<file path="src/rtl/can_seq_pkg.sv">
package can_seq_pkg;

   typedef enum logic [2:0] {
      OP_RDREG  = 3'd0,
      OP_WRREG  = 3'd1,
      OP_BITMOD = 3'd2,
      OP_RXFAST = 3'd3,
      OP_TXLOAD = 3'd4
   } seq_op_e;

   typedef enum logic [2:0] {
      S_IDLE, S_SETUP, S_NEXT, S_XFER, S_HOLD, S_GAP
   } seq_st_e;

   localparam logic [7:0] CMD_READ   = 8'h03;
   localparam logic [7:0] CMD_WRITE  = 8'h02;
   localparam logic [7:0] CMD_MODIFY = 8'h05;

   function automatic logic [3:0] clamp_len(input logic [3:0] l, input logic [3:0] cap);
      return (l > cap) ? cap : l;
   endfunction

endpackage

</file>
<file path="src/rtl/can_spi_shifter.sv">
module can_spi_shifter #(
   parameter int CLK_DIV = 4
) (
   input  logic       clk,
   input  logic       rst_n,
   input  logic       launch,
   input  logic [7:0] tx_byte,
   input  logic       miso,
   output logic       sck,
   output logic       mosi,
   output logic       fin,
   output logic [7:0] rx_byte
);
   localparam int CW = (CLK_DIV > 1) ? $clog2(CLK_DIV) : 1;

   if (CLK_DIV < 1) begin : g_bad_div
      $error("CLK_DIV must be at least 1");
   end

   logic          run;
   logic [CW-1:0] div_cnt;
   logic [3:0]    edge_cnt;
   logic [7:0]    sr_tx, sr_rx;

   always_ff @(posedge clk or negedge rst_n) begin
      if (!rst_n) begin
         run <= 1'b0; div_cnt <= '0; edge_cnt <= '0; sck <= 1'b0;
         sr_tx <= '0; sr_rx <= '0; fin <= 1'b0; rx_byte <= '0;
      end else begin
         fin <= 1'b0;
         if (launch) begin
            run <= 1'b1; sr_tx <= tx_byte; div_cnt <= '0; edge_cnt <= '0; sck <= 1'b0;
         end else if (run) begin
            if (div_cnt == CW'(CLK_DIV - 1)) begin
               div_cnt  <= '0;
               sck      <= ~sck;
               edge_cnt <= edge_cnt + 4'd1;
               if (!sck) begin
                  sr_rx <= {sr_rx[6:0], miso};
               end else begin
                  sr_tx <= {sr_tx[6:0], 1'b0};
                  if (edge_cnt == 4'd15) begin
                     run <= 1'b0; fin <= 1'b1; rx_byte <= sr_rx;
                  end
               end
            end else begin
               div_cnt <= div_cnt + 1'b1;
            end
         end
      end
   end

   assign mosi = sr_tx[7];
endmodule

</file>
<file path="src/rtl/can_id_codec.sv">
module can_id_codec #(
   parameter int ID_W = 29
) (
   input  logic [ID_W-1:0] tx_id,
   input  logic            tx_ext,
   output logic [31:0]     tx_word,
   input  logic [31:0]     rx_word,
   output logic [ID_W-1:0] rx_id,
   output logic            rx_ext
);
   if (ID_W != 29) begin : g_bad_w
      $error("identifier layout fixes ID_W at 29");
   end

   logic unused_gap;
   assign unused_gap = ^{rx_word[20], rx_word[18]};

   assign tx_word = tx_ext ? {tx_id[28:18], 3'b010, tx_id[17:0]}
                           : {tx_id[10:0], 21'd0};
   assign rx_ext  = rx_word[19];
   assign rx_id   = rx_ext ? {rx_word[31:21], rx_word[17:0]}
                           : {18'd0, rx_word[31:21]};
endmodule

</file>
<file path="src/rtl/can_spi_sequencer.sv">
module can_spi_sequencer
   import can_seq_pkg::*;
#(
   parameter int CLK_DIV = 4,
   parameter int LEN_CAP = 8
) (
   input  logic        clk,
   input  logic        rst_n,
   input  logic        start,
   input  logic [2:0]  op,
   input  logic [7:0]  addr,
   input  logic [7:0]  wdata,
   input  logic [2:0]  bit_idx,
   input  logic        bit_set,
   input  logic [1:0]  buf_sel,
   input  logic [28:0] tx_id,
   input  logic        tx_ext,
   input  logic [3:0]  tx_len,
   input  logic [63:0] tx_data,
   input  logic [1:0]  tx_prio,
   output logic        busy,
   output logic        done,
   output logic [7:0]  rdata,
   output logic [28:0] rx_id,
   output logic        rx_ext,
   output logic [3:0]  rx_len,
   output logic [63:0] rx_data,
   output logic        spi_sck,
   output logic        spi_mosi,
   input  logic        spi_miso,
   output logic        spi_cs_n
);
   localparam int          TW  = $clog2(2 * CLK_DIV + 1);
   localparam logic [3:0]  CAP = 4'(LEN_CAP);

   if (LEN_CAP < 1 || LEN_CAP > 8) begin : g_bad_cap
      $error("LEN_CAP must lie in 1..8");
   end

   seq_st_e     state;
   seq_op_e     op_q;
   logic [TW-1:0] tim;
   logic [4:0]  idx, n_b;
   logic        phase_q, set_q;
   logic [7:0]  addr_q, wdata_q, out_b, rx_b;
   logic [2:0]  bit_q, dsel;
   logic [1:0]  buf_q, prio_q;
   logic [28:0] id_q;
   logic        ext_q;
   logic [3:0]  tlen_q;
   logic [63:0] txd_q;
   logic [31:0] txw, raw_q;
   logic        sh_launch, sh_fin;

   assign dsel = 3'(idx - 5'd6);

   can_id_codec #(.ID_W(29)) u_codec (
      .tx_id(id_q), .tx_ext(ext_q), .tx_word(txw),
      .rx_word(raw_q), .rx_id(rx_id), .rx_ext(rx_ext)
   );

   can_spi_shifter #(.CLK_DIV(CLK_DIV)) u_shift (
      .clk(clk), .rst_n(rst_n), .launch(sh_launch), .tx_byte(out_b),
      .miso(spi_miso), .sck(spi_sck), .mosi(spi_mosi), .fin(sh_fin), .rx_byte(rx_b)
   );

   // byte to send at position idx and length of the current window
   always_comb begin
      out_b = 8'h00;
      n_b   = 5'd3;
      case (op_q)
         OP_RDREG: if (idx == 5'd0) out_b = CMD_READ; else if (idx == 5'd1) out_b = addr_q;
         OP_WRREG: case (idx)
               5'd0:    out_b = CMD_WRITE;
               5'd1:    out_b = addr_q;
               default: out_b = wdata_q;
            endcase
         OP_BITMOD: begin
            n_b = 5'd4;
            case (idx)
               5'd0:    out_b = CMD_MODIFY;
               5'd1:    out_b = addr_q;
               5'd2:    out_b = 8'd1 << bit_q;
               default: out_b = {8{set_q}};
            endcase
         end
         OP_RXFAST: begin
            n_b = 5'd6 + {1'b0, rx_len};
            if (idx == 5'd0) out_b = {5'b10010, buf_q[0], 2'b00};
         end
         default: begin
            if (!phase_q) begin
               n_b = 5'd6 + {1'b0, tlen_q};
               case (idx)
                  5'd0:    out_b = {5'b01000, buf_q, 1'b0};
                  5'd1:    out_b = txw[31:24];
                  5'd2:    out_b = txw[23:16];
                  5'd3:    out_b = txw[15:8];
                  5'd4:    out_b = txw[7:0];
                  5'd5:    out_b = {4'd0, tlen_q};
                  default: out_b = txd_q[{dsel, 3'b000} +: 8];
               endcase
            end else begin
               case (idx)
                  5'd0:    out_b = CMD_WRITE;
                  5'd1:    out_b = {4'd3 + {2'b00, buf_q}, 4'd0};
                  default: out_b = {4'd0, 1'b1, 1'b0, prio_q};
               endcase
            end
         end
      endcase
   end

   assign sh_launch = (state == S_NEXT) && (idx != n_b);
   assign spi_cs_n  = (state == S_IDLE) || (state == S_GAP);
   assign busy      = (state != S_IDLE);

   always_ff @(posedge clk or negedge rst_n) begin
      if (!rst_n) begin
         state <= S_IDLE; op_q <= OP_RDREG; tim <= '0; idx <= '0; phase_q <= 1'b0;
         set_q <= 1'b0; addr_q <= '0; wdata_q <= '0; bit_q <= '0; buf_q <= '0;
         prio_q <= '0; id_q <= '0; ext_q <= 1'b0; tlen_q <= '0; txd_q <= '0;
         raw_q <= '0; rx_len <= '0; rx_data <= '0; rdata <= '0; done <= 1'b0;
      end else begin
         done <= 1'b0;
         case (state)
            S_IDLE: if (start && op <= 3'd4) begin
               op_q <= seq_op_e'(op);
               addr_q <= addr; wdata_q <= wdata; bit_q <= bit_idx; set_q <= bit_set;
               buf_q <= (buf_sel == 2'd3) ? 2'd2 : buf_sel;
               prio_q <= tx_prio; id_q <= tx_id; ext_q <= tx_ext;
               tlen_q <= clamp_len(tx_len, CAP); txd_q <= tx_data;
               raw_q <= '0; rx_len <= '0; rx_data <= '0;
               idx <= '0; phase_q <= 1'b0; tim <= '0; state <= S_SETUP;
            end
            S_SETUP: if (tim == TW'(CLK_DIV - 1)) begin
               tim <= '0; state <= S_NEXT;
            end else tim <= tim + 1'b1;
            S_NEXT: state <= (idx == n_b) ? S_HOLD : S_XFER;
            S_XFER: if (sh_fin) begin
               if (op_q == OP_RDREG && idx == 5'd2) rdata <= rx_b;
               if (op_q == OP_RXFAST) begin
                  if (idx >= 5'd1 && idx <= 5'd4) raw_q <= {raw_q[23:0], rx_b};
                  else if (idx == 5'd5)           rx_len <= clamp_len(rx_b[3:0], CAP);
                  else if (idx >= 5'd6)           rx_data[{dsel, 3'b000} +: 8] <= rx_b;
               end
               idx <= idx + 5'd1;
               state <= S_NEXT;
            end
            S_HOLD: if (tim == TW'(CLK_DIV - 1)) begin
               tim <= '0; state <= S_GAP;
            end else tim <= tim + 1'b1;
            default: if (tim == TW'(2 * CLK_DIV - 1)) begin
               tim <= '0;
               if (op_q == OP_TXLOAD && !phase_q) begin
                  phase_q <= 1'b1; idx <= '0; state <= S_SETUP;
               end else begin
                  state <= S_IDLE; done <= 1'b1;
               end
            end else tim <= tim + 1'b1;
         endcase
      end
   end
endmodule

</file>
<file path="config.mk">
export PLATFORM = sky130hd
export DESIGN_NAME = can_spi_sequencer
export DESIGN_NICKNAME = d
export VERILOG_FILES = /design/src/rtl/can_seq_pkg.sv /design/src/rtl/can_spi_shifter.sv /design/src/rtl/can_id_codec.sv /design/src/rtl/can_spi_sequencer.sv
export SDC_FILE = /design/constraint.sdc
export NUM_CORES = 1
export LEC_CHECK = 0
export ABC_AREA = 1
export BUFFER_PORTS_ARGS = -buffer_cell sky130_fd_sc_hd__clkbuf_2
export CAP_MARGIN = 20
export CORE_MARGIN = 1
export CORE_UTILIZATION = 57
export CTS_CLUSTER_SIZE = 16
export DETAILED_ROUTE_END_ITERATION = 10
export GPL_TIMING_DRIVEN = 0
export PLACE_DENSITY = 0.81
export SYNTH_ARGS = -nofsm -noshare
export SYNTH_HDL_FRONTEND = slang
export SYNTH_SLANG_ARGS = --single-unit
</file>
<file path="constraint.sdc">
create_clock -name clk -period 3.8 [get_ports clk]
set_input_delay 0.38 -clock clk [delete_from_list [all_inputs] [get_ports clk]]
set_output_delay 0.38 -clock clk [all_outputs]
set_load 0.05 [all_outputs]
</file>
==> results of run 1 <==
[cells by family after synthesis]
family                     count (synthesis)  share of synthesized area [%]
and+or+nand+nor                         1088                           32.2
adders and majority gates                 13                           1.16
buffers and inverters                    248                           7.50
AOI/OAI and AO/OA                        224                           9.00
DFF                                      280                           49.9
xor gates and xnor gates                   3                          0.187
[layer usage]
layer  up-vias  share of wire, %  track usage [%]
li1       6436                 -                -
met1      6279                41             44.0
met2       658                47             54.1
met3       142               7.4             4.52
met4         0               4.5             14.9
met5         -                 0                0
[flip-flops by register name, summed over array words and instances (netlist names), 5 cells and up]
| signal | flops |
|---|---|
| id_q | 29 |
| txd_q | 64 |
| u_shift.sr_rx | 8 |
| addr_q | 8 |
| rx_data | 64 |
| wdata_q | 8 |
| u_shift.rx_byte | 8 |
| u_shift.sr_tx | 8 |
| idx | 5 |
| rdata | 8 |
| raw_q | 32 |
[stage by stage]
step | util (%) | power [uW] | setup slack (ns) | cell area [um2]
floorplan | - | 7590 | 0.772 | 14000
CTS | 69.1 | 12100 | 0.00659 | 16800
global placement | 64.5 | 8910 | -3.32 | 15600
finish | 69.1 | 12200 | 0.269 | 16800
detailed placement | 64.7 | 9060 | -0.459 | 15700
global route | 69.1 | 12900 | 0.141 | 16800
[critical path, delay by kind of cell, from the launching register on]
family,cells,cell delay [ns]
AO/OA/AOI/OAI,2,0.80
adder cells (fa/ha/maj),1,0.40
buffers and inverters,3,0.87
flip-flops,1,0.45
AND/OR/NAND/NOR,6,0.93
[placed cells by master, fill, tap and decap left out, drive strengths merged]
| master | synthesis | routed |
|---|---|---|
| dlygate4sd3 | 0 | 1 |
| nand3 | 160 | 160 |
| bufinv | 0 | 2 |
| buf | 49 | 51 |
| nand2 | 773 | 773 |
| or2 | 1 | 1 |
| a211oi | 2 | 2 |
| a21oi | 30 | 30 |
| xor2 | 2 | 2 |
| inv | 161 | 160 |
| xnor2 | 1 | 1 |
| nand3b | 1 | 1 |
| nand4 | 13 | 13 |
| nor3 | 16 | 16 |
| o21bai | 1 | 1 |
| nor4 | 10 | 10 |
| o21ai | 165 | 165 |
| a32oi | 1 | 1 |
| clkbuf | 34 | 318 |
| a31oi | 1 | 1 |
| ha | 13 | 13 |
| clkinv | 4 | 10 |
| o31ai | 6 | 6 |
| clkinvlp | 0 | 2 |
| a22o | 1 | 1 |
| nor2 | 114 | 114 |
| o22ai | 2 | 2 |
| o211ai | 15 | 15 |
| dfrtp | 280 | 280 |
[power groups by stage]
stage                     logic [uW]  clock network, uW  registers, uW
after detailed placement        4770                  0           4290
after global routing            5470               3150           4330
after CTS                       4840               3020           4240
after floorplan                 3440                  0           4150
final                           4920               3000           4260
after global placement          4650                  0           4270
[area by class of cell]
cell class | instances | area (um2) | share of cell area (%)
sequential | 280 | 7010 | 41.8
timing repair buffer | 243 | 1280 | 7.62
tap | 324 | 405 | 2.42
inverter | 165 | 624 | 3.72
multi-input combinational | 1328 | 5990 | 35.8
clock inverter | 9 | 109 | 0.649
clock buffer | 47 | 925 | 5.52
buffer | 80 | 422 | 2.52
[repair_timing]
action | in CTS | in global routing
hold buffers | 1 | 0
hold endpoints to repair | 81 | 0
setup endpoints to repair | 64 | 81
setup buffers | 1 | 0
gates cloned | 0 | 0
gates resized for setup | 2 | 4
[worst paths after layout]
kind	start	endpoint	slack (ns)	cells past startpoint
worst max-delay path	idx[0]	rx_data[44]	0.27	12
worst min-delay path	addr[4]	addr_q[4]	0.02	3
worst max register to register	idx[0]	rx_data[44]	0.27	12
worst min register to register	addr_q[6]	addr_q[6]	0.47	2
max in group asynchronous	rst_n	id_q[17]	2.42	3
min in group asynchronous	rst_n	raw_q[24]	0.41	2
==> impl_metrics.py, run 1 <==
metrics = {
    "power": {
        "internal-power_uw": 7000,
        "swShare_pct": 42.5,
        "clock_power_share_pct": 24.6,
        "total_leakage_power_uw": 0.00900,
        "combPwrFrac_pct": 40.4,
        "pwr-share-seq_pct": 35.0,
        "power_density_nw_per_um2": 726,
        "switchingPower_uw": 5180,
        "peakVddDrop_uv": 416,
    },
    "worst_setup_path": {
        "cpMaxStageDelayCell": "dfrtp_1",
        "crit_arrival_ns": 4.02,
        "cp-start-kind": "flop",
        "cp.required_ns": 4.29,
        "cp_common_cell": "nand2_1",
        "critical_path.max_stage_delay_ns": 0.45,
        "crit_chain": "inv_1 > buf_2 > buf_2 > ha_1 > nand3_1 > a32oi_1 > nand2_1 > nand2_1 > nor2_4 > o21ai_1 > nand2_1 > nand2_1",
        "cp-end-kind": "flop",
        "critical_path.max_fanout": 20,
        "crit_type": "flop to flop",
    },
    "die": {
        "initial_core_util_pct": 57.9,
        "pin_count": 240,
        "fp.dieW_um": 159,
        "core.rowCount": 57,
        "core_um2": 24200,
        "die_h_um": 159,
        "die_area_um2": 25300,
    },
    "yosys": {
        "synth_edf_count": 0,
        "yosysWarningCount": 0,
        "synth_flop_cell": "dfrtp_1",
        "async_flop_share_pct": 100,
        "synthesis.area_um2": 14000,
        "syn_nets": 1998,
        "yosys_register_bits": 280,
        "yosysTopAreaCell": "dfrtp_1",
        "yosysSeqAreaShare_pct": 49.9,
        "synth.avg_cell_area_um2": 7.56,
        "yosys.cell_count.top_type": "nand2_1",
        "synth_area_leaders": "dfrtp_1 (50%), nand2_1 (20%), nand3_1 (5.6%)",
        "syn_inst": 1856,
        "synth.distinct_cells": 40,
        "synth.top_cell.area_share_pct": 49.9,
        "synthTopCellsByCount": "nand2_1 (764), dfrtp_1 (280), nand3_1 (158)",
    },
    "detailed_routing": {
        "ant_nets": 0,
        "firstDrtPassIters": 6,
        "first_iter_violations": 1443,
        "wl_um": 41300,
        "via_per_inst": 5.46,
        "routedWlPerCell_um": 16.7,
        "vias": 13515,
        "drc": 0,
    },
    "finish": {
        "layout-drive-gt1-share_pct": 18.6,
        "fillers": 2067,
        "fin_cells": 2476,
        "fin_nets": 2270,
        "syn_to_final_growth_pct": 19.5,
        "diodes": 0,
    },
    "timing": {
        "fin_tns_setup_ns": 0,
        "fin_crit_sh_pct": 92.9,
        "period_minus_slack_ns": 3.53,
        "worst_slew_pin_slew_ns": 0.908,
        "maxSlewHeadroom_pct": 38.9,
        "hold_viol": 0,
        "fmax_mhz": 283,
        "setup_violations": 0,
        "finalMaxSlewViolations": 0,
        "rsz0062_at_grt": "no",
        "hold_ws_ns": 0.0202,
        "finClkSkew_ns": 0.0171,
    },
    "global_routing": {
        "antenna_found_initial": 0,
        "first_global_vias": 12914,
        "grt_first_pass_wirelength_um": 66700,
        "grt_max_degree": 108,
        "grt-ovfl-total": 0,
        "track_usage_pct": 33.0,
    },
    "min_path": {
        "hold_path.class": "input port to flop",
    },
    "clock_network": {
        "cts-root-buf": "clkbuf_16",
        "clock_latency_ns": 0.56,
        "htree_num_levels": 1,
        "numCtsBuffers": 30,
        "clkSlewWorstSetupHoldPaths_ns": 0.06,
        "cts_sinks": 280,
        "cts_tree": "yes",
        "clockBufferDepth": 3,
    },
    "placement": {
        "place_hpwl_um": 30700,
        "dp_cells": 2421,
        "gp_congestion": 0.978,
        "portBuffers": 239,
    },
    "outcome": {
        "status": "completed",
    },
    "run": {
        "cap_violations": 0,
    },
}
(Power assumes the default switching activity.)
==> inputs of run 2 (changes only) <==
--- a/config.mk
+++ b/config.mk
@@ -6,7 +6,7 @@
 export NUM_CORES = 1
 export LEC_CHECK = 0
 export ABC_AREA = 1
-export BUFFER_PORTS_ARGS = -buffer_cell sky130_fd_sc_hd__clkbuf_2
+export BUFFER_PORTS_ARGS = -buffer_cell sky130_fd_sc_hd__buf_2
 export CAP_MARGIN = 20
 export CORE_MARGIN = 1
 export CORE_UTILIZATION = 57
==> run 2 against run 1 <==
Design area fell by 0.37%. Fmax fell by 3.8%. Clock skew fell by 0.0057 ns. Sequential share of layout area rose by 0.16 points. Cell count barely moved. Non-clock buffer count rose by 3. Via count barely moved. Global-route usage fell by 0.18 points. Setup slack got worse by 0.14 ns. Combinational power barely moved.
==> impl_metrics.py, run 2 (same netlist as run 1, synthesis figures left out) <==
metrics = {
    "outcome": {
        "status": "completed",
    },
    "worst_setup_path": {
        "critical_path.max_fanout": 11,
        "cpMaxStageDelayCell": "dfrtp_1",
        "cp-start-kind": "flop",
        "crit_arrival_ns": 4.15,
        "cp.required_ns": 4.28,
        "critical_path.max_stage_delay_ns": 0.45,
        "crit_type": "flop to flop",
        "cp-end-kind": "flop",
        "crit_chain": "inv_1 > buf_2 > buf_2 > clkbuf_2 > ha_1 > nand3_1 > a32oi_1 > o21ai_2 > inv_2 > clkbuf_1 > nand3_1 > o21ai_1",
    },
    "placement": {
        "dp_slack_ns": -0.443,
        "place_hpwl_um": 30500,
        "gp_congestion": 0.978,
        "portBuffers": 239,
    },
    "finish": {
        "final_cell_mix": "nand2_1 (764), dfrtp_1 (279), buf_2 (266)",
        "reg_top3": "rx_data: 64 flops, txd_q: 64 flops, raw_q: 32 flops",
        "layout_commonest_cell": "nand2_1",
        "diodes": 0,
        "fin_nets": 2273,
        "syn_to_final_growth_pct": 19.0,
        "layout-drive-gt1-share_pct": 18.4,
    },
    "timing": {
        "worst_slew_pin_slew_ns": 0.891,
        "rsz0062_at_grt": "no",
        "setup_violations": 0,
        "maxSlewHeadroom_pct": 40.1,
        "period_minus_slack_ns": 3.67,
        "finalMaxSlewViolations": 0,
        "fmax_mhz": 272,
        "hold_viol": 0,
        "worst_slack_ns": 0.128,
        "fin_crit_sh_pct": 96.6,
        "finClkSkew_ns": 0.0115,
    },
    "clock_network": {
        "cts_sinks": 280,
        "clockBufferDepth": 3,
        "clock_latency_ns": 0.56,
        "clkSlewWorstSetupHoldPaths_ns": 0.07,
        "htree_num_levels": 1,
        "cts-root-buf": "clkbuf_16",
        "numCtsBuffers": 30,
        "cts_tree": "yes",
    },
    "die": {
        "core_um2": 24200,
        "die_h_um": 159,
        "fp.dieW_um": 159,
        "core.rowCount": 57,
        "initial_core_util_pct": 57.9,
        "die_area_um2": 25300,
        "pin_count": 240,
    },
    "global_routing": {
        "grt-ovfl-total": 0,
        "antenna_found_initial": 0,
        "grt_max_degree": 113,
        "track_usage_pct": 32.9,
        "grt_first_pass_wirelength_um": 66500,
        "first_global_vias": 12922,
    },
    "power": {
        "switchingPower_uw": 5140,
        "combPwrFrac_pct": 40.8,
        "pwr-share-seq_pct": 35.4,
        "clock_power_share_pct": 23.8,
        "total_leakage_power_uw": 0.00904,
        "power_density_nw_per_um2": 721,
        "p_total_uw": 12000,
        "swShare_pct": 42.7,
        "peakVddDrop_uv": 423,
        "internal-power_uw": 6900,
    },
    "detailed_routing": {
        "wl_um": 41300,
        "ant_nets": 0,
        "first_iter_violations": 1402,
        "vias": 13526,
        "firstDrtPassIters": 6,
        "drc": 0,
        "routedWlPerCell_um": 16.7,
        "via_per_inst": 5.47,
    },
    "run": {
        "cap_violations": 0,
    },
    "min_path": {
        "hold_path.class": "input port to flop",
    },
}
==> run 2: path summary, 6_finish.rpt <==
path,from,end,slack [ns],depth (start not counted)
worst max-delay path,idx[0],raw_q[31],0.13,12
worst min-delay path,addr[1],addr_q[1],0.01,3
worst max register to register,idx[0],raw_q[31],0.13,12
worst min register to register,rx_data[22],rx_data[22],0.47,2
max in group asynchronous,rst_n,rx_data[17],2.52,3
min in group asynchronous,rst_n,raw_q[24],0.36,2
==> run 2: repair_timing <==
item | CTS | global route
buffers inserted | 1 | 0
endpoints found under the setup margin | 64 | 77
cloned | 0 | 0
hold buffers | 2 | 0
resized for setup | 2 | 3
endpoints found under the hold margin | 62 | 0
==> run 2: area by class of cell <==
type,instances,area (um2)
buffer,82,430
fill,2055,7550
inverter,165,624
tap,324,405
clock inverter,7,96.3
clock buffer,45,867
sequential,280,7010
multi-input combinational,1328,5980
timing repair buffer,244,1290
==> run 2: critical path, delay by kind of cell, from the launching register on <==
family	cells	cell delay, ns
AND/OR/NAND/NOR	2	0.50
flip-flops	1	0.45
adder cells (fa/ha/maj)	1	0.38
AO/OA/AOI/OAI	3	0.76
buffers and inverters	6	1.50
==> run 2: per-stage QoR <==
stage | utilization [%] | cells | area, um2 | hold WS [ns] | setup TNS, ns
after floorplan | - | 1856 | 14000 | 0.0844 | 0
after global placement | 64.5 | 2419 | 15600 | 0.449 | -756.16
after detailed placement | 64.7 | 2421 | 15700 | 0.352 | -20.87
after CTS | 68.8 | 2475 | 16700 | 0.0000410 | 0
after global routing | 68.9 | 2475 | 16700 | 0.00525 | 0
final | 68.9 | 2475 | 16700 | 0.0129 | 0
==> run 2: metal layers <==
layer	global-route usage, %	part of all wire, %
met2	53.7	47
met5	0	0
met3	4.65	7.4
met4	14.2	4.3
met1	44.0	42
==> run 2: power groups by stage <==
stage	Combinational, uW	Clock (uW)	Sequential (uW)
CTS	4830	2890	4240
global route	5460	3030	4320
floorplan	3440	0	4150
detailed placement	4770	0	4280
global placement	4650	0	4260
finish	4920	2860	4260
